File: src/rtl/lnr_pkg.sv
package lnr_pkg;

  typedef enum logic {
    LINE_60HZ = 1'b0,
    LINE_50HZ = 1'b1
  } line_mode_e;

  localparam int unsigned LNR_TAPS = 4;

  // clocks in one quarter of a mains period for the given mode
  function automatic int unsigned quarter_clocks(input int unsigned clk_hz,
                                                 input line_mode_e    mode);
    int unsigned per_sec;
    per_sec = (mode == LINE_50HZ) ? 4 * 50 : 4 * 60;
    return clk_hz / per_sec;
  endfunction

endpackage

File: src/rtl/lnr_quad_timer.sv
module lnr_quad_timer
  import lnr_pkg::*;
#(
  parameter int unsigned CLK_HZ = 3686400
) (
  input  logic       clk,
  input  logic       rst,
  input  logic       line_sel,
  output logic       quad_tick,
  output logic [1:0] quad_idx,
  output logic       mode_restart
);

  localparam int unsigned Q60  = quarter_clocks(CLK_HZ, LINE_60HZ);
  localparam int unsigned Q50  = quarter_clocks(CLK_HZ, LINE_50HZ);
  localparam int unsigned QMAX = (Q50 > Q60) ? Q50 : Q60;
  localparam int unsigned CNTW = $clog2(QMAX + 1);

  line_mode_e            mode_q;
  logic [CNTW-1:0]       cnt;
  logic [CNTW-1:0]       lim;
  logic                  wrap;

  assign lim          = (mode_q == LINE_50HZ) ? CNTW'(Q50 - 1) : CNTW'(Q60 - 1);
  assign mode_restart = (line_mode_e'(line_sel) != mode_q);
  assign wrap         = (cnt == lim);

  always_ff @(posedge clk) begin
    if (rst) begin
      mode_q    <= line_mode_e'(line_sel);
      cnt       <= '0;
      quad_tick <= 1'b0;
      quad_idx  <= 2'd0;
    end else if (mode_restart) begin
      mode_q    <= line_mode_e'(line_sel);
      cnt       <= '0;
      quad_tick <= 1'b0;
      quad_idx  <= 2'd0;
    end else if (wrap) begin
      cnt       <= '0;
      quad_tick <= 1'b1;
      quad_idx  <= quad_idx + 2'd1;
    end else begin
      cnt       <= cnt + CNTW'(1);
      quad_tick <= 1'b0;
    end
  end

  a_r3_idx_step: assert property (@(posedge clk) disable iff (rst)
    quad_tick |-> quad_idx == $past(quad_idx) + 2'd1);

  a_r2_tick_single: assert property (@(posedge clk) disable iff (rst)
    quad_tick |=> !quad_tick);

  a_r3_restart: assert property (@(posedge clk) disable iff (rst)
    mode_restart |=> (quad_idx == 2'd0) && !quad_tick);

endmodule

File: src/rtl/lnr_chan_store.sv
module lnr_chan_store
  import lnr_pkg::*;
#(
  parameter int W   = 16,
  parameter int NCH = 8,
  parameter int CW  = 3
) (
  input  logic                       clk,
  input  logic                       rst,
  input  logic                       wr_en,
  input  logic [CW-1:0]              wr_chan,
  input  logic signed [W-1:0]        wr_data,
  input  logic                       clr_en,
  input  logic [CW-1:0]              clr_chan,
  output logic [LNR_TAPS*W-1:0]      nxt_taps,
  output logic                       nxt_full,
  output logic [NCH-1:0]             ready
);

  localparam int TW = LNR_TAPS * W;

  logic [TW-1:0] taps_cur [NCH];
  logic [1:0]    ptr_cur  [NCH];
  logic [2:0]    fill_cur [NCH];

  for (genvar c = 0; c < NCH; c++) begin : g_chan
    logic signed [W-1:0] ent [LNR_TAPS];
    logic [1:0]          ptr;
    logic [2:0]          fill;
    logic                hit_clr;
    logic                hit_wr;

    assign hit_clr = clr_en && (clr_chan == CW'(c));
    assign hit_wr  = wr_en && (wr_chan == CW'(c));

    always_ff @(posedge clk) begin
      if (rst || hit_clr) begin
        for (int t = 0; t < LNR_TAPS; t++) ent[t] <= '0;
        ptr  <= 2'd0;
        fill <= 3'd0;
      end else if (hit_wr) begin
        ent[ptr] <= wr_data;
        ptr      <= ptr + 2'd1;
        fill     <= (fill == 3'd4) ? 3'd4 : fill + 3'd1;
      end
    end

    for (genvar t = 0; t < LNR_TAPS; t++) begin : g_pack
      assign taps_cur[c][t*W +: W] = ent[t];
    end
    assign ptr_cur[c]  = ptr;
    assign fill_cur[c] = fill;
    assign ready[c]    = (fill == 3'd4);

    a_r7_fill_bound: assert property (@(posedge clk) disable iff (rst)
      fill <= 3'd4);

    a_r4_ptr_step: assert property (@(posedge clk) disable iff (rst)
      (hit_wr && !hit_clr) |=> ptr == $past(ptr) + 2'd1);
  end

  // entries of the addressed channel as they stand after the write
  always_comb begin
    nxt_taps = taps_cur[wr_chan];
    nxt_taps[int'(ptr_cur[wr_chan]) * W +: W] = wr_data;
    nxt_full = (fill_cur[wr_chan] >= 3'd3);
  end

endmodule

File: src/rtl/lnr_sum_out.sv
module lnr_sum_out
  import lnr_pkg::*;
#(
  parameter int W  = 16,
  parameter int CW = 3
) (
  input  logic                   clk,
  input  logic                   rst,
  input  logic                   ld,
  input  logic [CW-1:0]          ld_chan,
  input  logic [LNR_TAPS*W-1:0]  taps,
  input  logic                   ld_full,
  output logic                   res_stb,
  output logic                   res_ok,
  output logic [CW-1:0]          res_chan,
  output logic signed [W+1:0]    res_sum,
  output logic signed [W-1:0]    res_avg
);

  localparam int SW = W + 2;

  function automatic logic signed [SW-1:0] tap_sum(input logic [LNR_TAPS*W-1:0] v);
    logic signed [SW-1:0] acc;
    logic        [W-1:0]  s;
    acc = '0;
    for (int i = 0; i < LNR_TAPS; i++) begin
      s   = v[i*W +: W];
      acc = acc + $signed({{2{s[W-1]}}, s});
    end
    return acc;
  endfunction

  function automatic logic signed [W-1:0] quarter_of(input logic signed [SW-1:0] v);
    logic signed [SW-1:0] sh;
    sh = v >>> 2;
    return sh[W-1:0];
  endfunction

  logic signed [SW-1:0] sum_d;
  assign sum_d = tap_sum(taps);

  always_ff @(posedge clk) begin
    if (rst) begin
      res_stb  <= 1'b0;
      res_ok   <= 1'b0;
      res_chan <= '0;
      res_sum  <= '0;
      res_avg  <= '0;
    end else begin
      res_stb <= ld;
      if (ld) begin
        res_ok   <= ld_full;
        res_chan <= ld_chan;
        res_sum  <= sum_d;
        res_avg  <= quarter_of(sum_d);
      end
    end
  end

  a_r5_stb_pulse_src: assert property (@(posedge clk) disable iff (rst)
    res_stb |-> $past(ld));

endmodule

File: src/rtl/lnr_line_rejector.sv
module lnr_line_rejector
  import lnr_pkg::*;
#(
  parameter int          W      = 16,
  parameter int          NCH    = 8,
  parameter int unsigned CLK_HZ = 3686400,
  localparam int         CW     = (NCH > 1) ? $clog2(NCH) : 1
) (
  input  logic                 clk,
  input  logic                 rst,
  input  logic                 line_sel,
  input  logic                 smp_stb,
  input  logic [CW-1:0]        smp_chan,
  input  logic signed [W-1:0]  smp_data,
  input  logic                 clr_stb,
  input  logic [CW-1:0]        clr_chan,
  output logic                 quad_tick,
  output logic [1:0]           quad_idx,
  output logic                 res_stb,
  output logic                 res_ok,
  output logic [CW-1:0]        res_chan,
  output logic signed [W+1:0]  res_sum,
  output logic signed [W-1:0]  res_avg,
  output logic [NCH-1:0]       chan_ready
);

  logic                  smp_drop;
  logic                  smp_take;
  logic                  mode_restart;
  logic [LNR_TAPS*W-1:0] nxt_taps;
  logic                  nxt_full;

  assign smp_drop = smp_stb && clr_stb && (smp_chan == clr_chan);
  assign smp_take = smp_stb && !smp_drop;

  lnr_quad_timer #(.CLK_HZ(CLK_HZ)) u_timer (
    .clk          (clk),
    .rst          (rst),
    .line_sel     (line_sel),
    .quad_tick    (quad_tick),
    .quad_idx     (quad_idx),
    .mode_restart (mode_restart)
  );

  lnr_chan_store #(.W(W), .NCH(NCH), .CW(CW)) u_store (
    .clk      (clk),
    .rst      (rst),
    .wr_en    (smp_take),
    .wr_chan  (smp_chan),
    .wr_data  (smp_data),
    .clr_en   (clr_stb),
    .clr_chan (clr_chan),
    .nxt_taps (nxt_taps),
    .nxt_full (nxt_full),
    .ready    (chan_ready)
  );

  lnr_sum_out #(.W(W), .CW(CW)) u_out (
    .clk      (clk),
    .rst      (rst),
    .ld       (smp_take),
    .ld_chan  (smp_chan),
    .taps     (nxt_taps),
    .ld_full  (nxt_full),
    .res_stb  (res_stb),
    .res_ok   (res_ok),
    .res_chan (res_chan),
    .res_sum  (res_sum),
    .res_avg  (res_avg)
  );

  a_r5_follow: assert property (@(posedge clk) disable iff (rst)
    smp_take |=> res_stb && (res_chan == $past(smp_chan)));

  a_r9_drop: assert property (@(posedge clk) disable iff (rst)
    smp_drop |=> !res_stb);

  a_r7_ok_ready: assert property (@(posedge clk) disable iff (rst)
    (res_stb && res_ok) |-> chan_ready[res_chan]);

  a_r8_clear: assert property (@(posedge clk) disable iff (rst)
    clr_stb |=> !chan_ready[$past(clr_chan)]);

endmodule

File: config.mk
export PLATFORM = sky130hd
export DESIGN_NAME = lnr_line_rejector
export DESIGN_NICKNAME = d
export VERILOG_FILES = /design/src/rtl/lnr_pkg.sv /design/src/rtl/lnr_quad_timer.sv /design/src/rtl/lnr_chan_store.sv /design/src/rtl/lnr_sum_out.sv /design/src/rtl/lnr_line_rejector.sv
export SDC_FILE = /design/constraint.sdc
export NUM_CORES = 1
export LEC_CHECK = 0
export BUFFER_PORTS_ARGS = -buffer_cell sky130_fd_sc_hd__buf_2
export CAP_MARGIN = 20
export CORE_AREA = 2 2 247 249
export CTS_CLUSTER_SIZE = 30
export DETAILED_ROUTE_END_ITERATION = 7
export DIE_AREA = 0 0 249 251
export GPL_TIMING_DRIVEN = 0
export HOLD_SLACK_MARGIN = 0.08
export PLACE_DENSITY = 0.66
export SYNTH_ARGS = -nofsm -noshare
export SYNTH_HDL_FRONTEND = slang
export SYNTH_SLANG_ARGS = --single-unit
File: constraint.sdc
create_clock -name clk -period 10.6 [get_ports clk]
set_clock_uncertainty 0.1 [all_clocks]
set_input_delay 1.59 -clock clk [delete_from_list [all_inputs] [get_ports clk]]
set_output_delay 1.59 -clock clk [all_outputs]
set_load 0.02 [all_outputs]
Word-level counts from Yosys, hierarchy flattened. Memory sizes are Yosys's and may differ from the RTL's. Index checks and enable logic that the tools add are counted.

Register bits after elaboration: 98. Bits in latches: 0. Bits in writable memories: 512. Memory bits (read-only): 0. Input bits: 27. Output and inout bits: 50. Word-level logic and storage cells: 212. Memories kept: 8.

Memory list: u_store.g_chan[0].ent (words 4, width 16, read ports 4, clocked after Yosys merged registers in 0, write ports 4, RTL line lnr_chan_store.sv:27) `logic signed [W-1:0] ent [LNR_TAPS];`; u_store.g_chan[1].ent (words 4, width 16, read ports 4, clocked after Yosys merged registers in 0, write ports 4, RTL line lnr_chan_store.sv:27); u_store.g_chan[2].ent (words 4, width 16, read ports 4, clocked after Yosys merged registers in 0, write ports 4, RTL line lnr_chan_store.sv:27); u_store.g_chan[3].ent (words 4, width 16, read ports 4, clocked after Yosys merged registers in 0, write ports 4, RTL line lnr_chan_store.sv:27); u_store.g_chan[4].ent (words 4, width 16, read ports 4, clocked after Yosys merged registers in 0, write ports 4, RTL line lnr_chan_store.sv:27); u_store.g_chan[5].ent (words 4, width 16, read ports 4, clocked after Yosys merged registers in 0, write ports 4, RTL line lnr_chan_store.sv:27); +2 memories.

Add/subtract/negate cells: 22. $mul: 0. Divide/modulo/power cells: 0. Order comparisons: 2. Equality and inequality tests: 25. Shift operators: 2. Multiplexer cells: 86. Bitwise logic cells: 1. Reductions and logical operators: 41.

Operator list (number): binary-select mux 64 bit (select 3 bit) (1); 2-to-1 mux 16 bit (8); 2-to-1 mux 64 bit (2); OR reduction 16 bit (8); bitwise mux 64 bit (1); variable shift 16 x 33 -> 64 bit (first input constant) (1); indexed part select 16 x 33 -> 64 bit (1); 2-to-1 mux 1 bit (51); equality test 3 bit (second input constant) (16); negator 6 -> 33 bit (1); 2-to-1 mux 3 bit (10); adder 3 x 1 -> 3 bit (second input constant) (8); 2-to-1 mux 2 bit (10); logical AND 1 bit (19); adder 17 x 16 -> 18 bit (1); adder 18 x 16 -> 18 bit (1); adder 2 x 1 -> 2 bit (second input constant) (9); adder 16 x 16 -> 17 bit (1); adder 15 x 1 -> 15 bit (second input constant) (1); equality test 15 bit (1); 2-to-1 mux 15 bit (1); equality test 3 x 2 -> 1 bit (second input constant) (4); binary-select mux 3 bit (select 3 bit) (1); logical OR 1 bit (8); other kinds (12) (14).

Depth between registers and ports, before layout.
Word-level depth: 10. Mapped depth: 23. Gate-level depth less buffers: 18.

By module. A second synthesis with hierarchy kept.

Cells, all modules: 2470. Area total of the unflattened synthesis: 30506.8 µm².

Modules (own cells, without submodules): lnr_chan_store (instances 1, cells an instance 2032, area each 26771.9 µm², sequential area each 16175.5 µm²); lnr_sum_out (instances 1, cells an instance 339, area each 2855.2 µm², sequential area each 460.4 µm²); lnr_quad_timer (instances 1, cells an instance 94, area each 840.8 µm², sequential area each 390.4 µm²); lnr_line_rejector (instances 1, cells an instance 5, area each 38.8 µm², sequential area each 0.0 µm²).

Worst setup path before layout. No wires, ideal clock.

Path type: input to register. Start point: in smp_chan[0]. End point: reg u_out.res_avg[13]. Setup time: 0.122 ns. Arrival: 6.671 ns. Required time: 10.378 ns. Path slack: 3.707 ns. Stages on the path: 22. Cell sequence: buf_2 > buf_2 > buf_2 > buf_2 > mux4_2 > mux2i_1 > ha_1 > clkbuf_1 > nand2_1 > nor3_2 > buf_2 > nand2_1 > o21ai_1 > fa_1 > fa_1 > ha_1 > fa_1 > nand3_1 > a21oi_1 > o21ai_0 > a2111oi_0 > a311o_1.

Cells in the longest elaborated chain, start to end: 10. Elaborated cells between the ends (all ways): 18.

Ends and longest elaborated chain: start: declaration (RTL line lnr_line_rejector.sv:13) `input logic [CW-1:0] smp_chan,`; inverter 3 -> 4 bit (not written as such) (RTL line lnr_chan_store.sv:64, lnr_chan_store.sv:65); binary-select mux 2 bit (select 3 bit) (RTL line lnr_chan_store.sv:65) `nxt_taps[int'(ptr_cur[wr_chan]) * W +: W] = wr_data;`; 2-to-1 mux 2 bit (not written as such) (2 in series) (RTL line lnr_chan_store.sv:65); negator 6 -> 33 bit (RTL line lnr_chan_store.sv:65); indexed part select 16 x 33 -> 64 bit / variable shift 16 x 33 -> 64 bit (equally long branches) (RTL line lnr_chan_store.sv:65); bitwise mux 64 bit (RTL line lnr_chan_store.sv:65); adder 16 x 16 -> 17 bit (RTL line lnr_sum_out.sv:28) `acc = acc + $signed({{2{s[W-1]}}, s});`; adder 17 x 16 -> 18 bit (RTL line lnr_sum_out.sv:28); adder 18 x 16 -> 18 bit (RTL line lnr_sum_out.sv:28); end signal: assignment (RTL line lnr_sum_out.sv:55) `res_avg <= quarter_of(sum_d);`; end: declaration (RTL line lnr_sum_out.sv:17) `output logic signed [W-1:0] res_avg`.

Parallel ways exist; a longest one is shown, timed or not. The select of a mux whose other input is x is not followed. A chain may end at the register's enable or synchronous reset.

Worst setup path in the final report.
Start point: in smp_chan[1]. End point: reg u_out.res_avg[12].

Same word-level chain as after synthesis.

==> results.md <==
Die:
- The vertical die dimension is 251 um.
- The floorplan has 90 rows.
- In this run the count of I/O pins placed on the die edge is 77.
- The initial cell density of the core is 49.45%.
- The die is 249 um wide.
- After floorplanning, the core was sized to cover 59,790 sq um.
- The floorplan step defined a die boundary enclosing 62,500 sq um.

Power:
- For this design the total switching power over the nets is 0.001825 W.
- Summing internal, switching and leakage power gives 0.006408 W.
- The share of total power dissipated in sequential elements is 42.4%.
- In this run the static leakage power is 12.80 nW.
- The part of the total power dissipated in combinational logic is 19.2%.
- Of the total power, the share spent switching nets is 28.48%.
- Across the VDD grid, the largest voltage drop is 0.0001223 V.
- Cell internal power was estimated by the tool at 0.004583 W.
- The share of power burned in the clock network is 38.4%.
- The power per cell area is 188.4 nW/um^2.

Setup path:
- The critical path endpoint category is a register.
- The worst setup path category is primary input to register.
- Measured in cells, the most critical reg-to-reg path has a length of 18.
- Among the stages of the critical path, the cell type that occurs most often is clkbuf_1.
- Along the worst path, the maximum fanout reaches 10.
- Among cell families on the critical path, the largest total delay comes from buffers and inverters.
- The required time of the critical path is 10.99 ns.
- The data arrival time at the worst-slack endpoint is 9.08 ns.
- The startpoint kind of the worst setup timing path is a primary input.
- The end point of the critical path is u_out.res_avg[12]$_SDFFE_PP0P_.
- In this run the number of cells on the critical path is 21.
- The highest-delay cell along the critical path is clkbuf_1.
- The slack of the worst reg-to-reg path is 4.18 ns.
- Counting both buffers and inverters, the worst setup path holds a total of 8.
- The start point of the critical path is smp_chan[1].
- Traced cell by cell, the critical path runs through buf_2, clkbuf_1, clkbuf_1, mux4_2, mux2i_1, inv_1, ha_1, clkbuf_1, nand3_1, clkbuf_1, o22ai_1, fa_1, inv_1, fa_1, inv_1, ha_1, a21oi_1, o21ai_0, a21o_1, o21a_1, a311o_1.
- The worst register-to-register path ends at u_out.res_avg[12]$_SDFFE_PP0P_.
- The reg-to-reg critical path startpoint is u_store.g_chan[2].ptr[1]$_SDFFE_PP0P_.
- In this design, the stage delay of the slowest critical-path cell is 0.80 ns.

Flow run:
- Across the run, the number of max-cap violations was 0.

Global route:
- For this run, the total global-route usage over all layers was measured as 28.91%.
- The global-route wire length before repair is 130,900 um.
- The via count of the first global-routing pass is 19,499.
- Entering global routing, the biggest net connects 17 pins.
- Global routing finished with a remaining overflow of 0.
- The initial antenna violation count was 4.

Synth:
- Multiplexer cells account for 12.37% of the synthesized area.
- After synthesis, the mean cell area works out to 13.25 sq um.
- For this run, asynchronously set or reset flops after synthesis account for 0%.
- In this run, synthesis inferred 513 flip-flops with an integrated enable.
- The post-synthesis instance total is 2,232.
- In this run the biggest area consumer among cell types represents 52.10% of the synthesized area.
- The most used flip-flop cell after synthesis is edfxtp_1.
- Summing the areas of all compound-gate instances in the mapped netlist gives 5.006% of the synthesized area.
- The number of synthesized register bits is 594.
- The distinct cell type count after synthesis is 64.
- The adder-cell area share of the yosys netlist is 3.884%.
- The share of the yosys chip area belonging to registers is 57.58%.
- Of the total synthesized cell area, the portion taken by XOR and XNOR cells is 1.214%.
- The synthesized design spends more area on one cell type than any other, namely edfxtp_1.
- Sorting the synthesized cells by area gives the leading types as edfxtp_1, mux4_2, and2_1.
- During synthesis, Yosys emitted a total of 0 warnings.
- The cell area that synthesis handed to floorplanning was 29,570 sq um.
- By area, the combinational part of the netlist is dominated by simple AND/OR/NAND/NOR gates.
- The basic-gate share of the synthesized area counting and, or, nand and nor cells is 16.16%.
- The net count of the mapped netlist is 2,331.

STA:
- The total negative slack for setup checks is 0 ns.
- Headroom to the max-slew limit came out at 23.08%.
- The slew at the pin closest to its max-slew limit is 1.154 ns.
- For the finished layout, the period the worst path requires is 8.695 ns.
- Static timing analysis puts the maximum clock frequency at 115.0 MHz.
- The number of endpoints with negative hold slack in the final report is 0.
- The total count of max-transition violations in the final report is 0.
- In the finished design, the share of the clock period the worst path needs comes to 82.03%.
- Setup repair after global routing left no endpoint under its margin.
- The number of failing setup endpoints in the final timing report is 0.

Route:
- The routed wire length is 89,380 um.
- The number of design-rule violations left by the first detailed-router iteration is 2,008.
- The first TritonRoute pass finished after 5 iterations.
- Dividing the detail-routed wire length by the instance count gives 27.56 um.
- In this run the remaining antenna-violating nets after routing total 0.
- The via count normalized by instance count is 6.011.
- The number of vias after detailed routing is 19,495.
- The remaining routing DRC violations is 0.

Layout:
- Compared with the post-synthesis result, the final layout area differs by 15.03%.
- The post-route netlist has 18.37% of its cells at a drive strength greater than 1.
- The final standard cell utilization of the core is 56.89%.
- The net count of the finished layout is 2,508.
- The number of antenna diodes is 0.
- After filler insertion, the fill cell instance count of the layout stands at 4,789.
- Registers take 17,030 sq um.
- In the final layout, the multi-input gates occupy 11,630 sq um.

Place:
- The congestion estimate from routability-driven global placement came to 0.9160.
- The HPWL after detailed placement is 65,390 um.
- The count of buffers added on input and output ports is 71.

Clock network:
- Buffers added to address setup during post-CTS repair amount to 0.
- The maximum number of buffers from clock root to sink is 3.
- The quantity of gates resized following cts is 0.
- The later pin in the worst-skew pair is clocked with a latency of 0.62 ns.
- TritonCTS built the clock tree.
- In this run, post-CTS hold repair placed 0 buffers.
- Counting the buffers created by CTS gives 68.
- The clock slew seen by the registers of the worst setup and hold paths is 0.06 ns.
- The CTS sink count is 594.
- The number of H-tree levels is 3.
- Clock tree synthesis selected as its root buffer the cell clkbuf_16.

Outcome:
- The run finished with clean final reports.

Worst hold path:
- The min-delay analysis places its worst path in the category register to register.
## metrics by stage
stage / instance area (sq um) / worst slack, ns / std cells / hold slack [ns]
global route: 34020 / 1.672 / 3243 / 0.3844
finish: 34020 / 1.905 / 3243 / 0.3574
CTS: 34020 / 2.032 / 3243 / 0.3587
floorplan: 29570 / 3.707 / 2232 / 0.3379
global placement: 30900 / 1.224 / 3085 / 0.3450
detailed placement: 31700 / 1.468 / 3121 / 0.3504
## cell families after synthesis
family / Yosys count
simple gates: 822
xor+xnor: 41
compound gates: 234
fa+ha+maj: 72
mux: 199
buf+inv: 270
flops: 594
## cell usage after synthesis, types with 3 or more instances
cell / count
nand3_1: 45
buf_1: 10
and3_1: 38
xnor2_1: 22
a31oi_1: 10
o311ai_0: 3
o22ai_1: 33
nor2_1: 73
mux2i_1: 65
nor3b_2: 8
nor3b_1: 5
a21o_1: 4
buf_4: 18
dfxtp_1: 81
clkbuf_1: 127
a21oi_1: 66
nor4_1: 8
nor3_1: 24
inv_1: 80
or3_1: 8
fa_1: 33
and2_1: 465
a211oi_1: 11
o21ai_0: 53
o31ai_1: 8
edfxtp_1: 513
a31o_2: 4
nor3_2: 8
nor2b_1: 5
mux4_2: 133
o32a_1: 3
xor2_1: 19
nand3_2: 4
and4_1: 3
ha_1: 39
nand2_1: 89
nand4_1: 9
nand2b_1: 24
o21ai_1: 8
buf_2: 32
o22a_1: 12
## power groups by stage
stage | Combinational (W) | Sequential (W) | Clock (W)
finish | 0.00123 | 0.00272 | 0.00246
global route | 0.00134 | 0.00273 | 0.00255
CTS | 0.00122 | 0.00272 | 0.00247
detailed placement | 0.00121 | 0.00277 | 0
global placement | 0.00116 | 0.00277 | 0
floorplan | 0.000762 | 0.00279 | 0
## worst min-delay path, cell delays in order (launching register included)
cell     delay (ns)
dfxtp_1        0.31
nand2_1        0.05
a21oi_1        0.05
## sequential cells by signal, indices dropped and copies added, names as in the netlist
| signal | count |
|---|---|
| u_store.g_chan.ent | 512 |
| u_store.g_chan.fill | 24 |
| u_out.res_avg | 16 |
| u_store.g_chan.ptr | 16 |
| u_timer.cnt | 15 |
| u_out.res_chan | 3 |
| u_out.res_sum | 2 |
| u_timer.quad_idx | 2 |
| u_out.res_ok | 1 |
| u_out.res_stb | 1 |
| u_timer.mode_q | 1 |
| u_timer.quad_tick | 1 |
## placed cells by master, fill, tap and decap left out, types with 11 or more instances in the layout
cell type	synthesis	layout
dfxtp_1	81	81
buf_4	18	19
nand3_1	45	45
o22a_1	12	12
xnor2_1	22	22
and2_1	465	465
o21ai_0	53	29
clkinv_1	2	14
xor2_1	19	19
nor3_1	24	24
a21oi_1	66	66
buf_8	0	29
nand2_1	89	89
nor2_1	73	73
fa_1	33	33
ha_1	39	39
o22ai_1	33	33
mux2i_1	65	65
o21ai_2	0	23
clkbuf_1	127	138
edfxtp_1	513	513
a211oi_1	11	11
nand2b_1	24	24
and3_1	38	38
mux4_2	133	133
buf_2	32	103
clkbuf_16	0	69
inv_1	80	80
## worst min path at each step
stage	from	depth (start not counted)	slack (ns)	end
5_1_grt	u_out.res_sum[1]$_SDFFE_PP0P_	2	0.38	u_out.res_sum[1]$_SDFFE_PP0P_
4_1_cts	u_out.res_sum[1]$_SDFFE_PP0P_	2	0.36	u_out.res_sum[1]$_SDFFE_PP0P_
6_report	u_out.res_sum[1]$_SDFFE_PP0P_	2	0.36	u_out.res_sum[1]$_SDFFE_PP0P_
3_3_place_gp	u_out.res_sum[0]$_SDFFE_PP0P_	2	0.34	u_out.res_sum[0]$_SDFFE_PP0P_
2_1_floorplan	u_timer.cnt[0]$_SDFF_PP0_	1	0.34	u_timer.cnt[0]$_SDFF_PP0_
3_5_place_dp	u_out.res_sum[1]$_SDFFE_PP0P_	2	0.35	u_out.res_sum[1]$_SDFFE_PP0P_
## final cells by class
| cell class | count | share of cell area, % |
|---|---|---|
| Tap cell | 782 | 2.876 |
| Buffer | 187 | 2.380 |
| Clock buffer | 81 | 5.238 |
| Timing Repair Buffer | 107 | 2.785 |
| Multi-Input combinational cell | 1368 | 34.19 |
| Clock inverter | 41 | 1.560 |
| Sequential cell | 594 | 50.06 |
| Inverter | 83 | 0.9159 |
## metal layers
| layer | vias to the layer above | global-route usage [%] | part of all wire (%) |
|---|---|---|---|
| li1 | 8463 | - | - |
| met1 | 9866 | 39.11 | 40 |
| met2 | 1001 | 47.90 | 48 |
| met3 | 165 | 5.332 | 8.6 |
| met4 | 0 | 8.710 | 3.0 |
| met5 | - | 0 | 0 |
No activity file was read; power rests on OpenSTA's default activity.
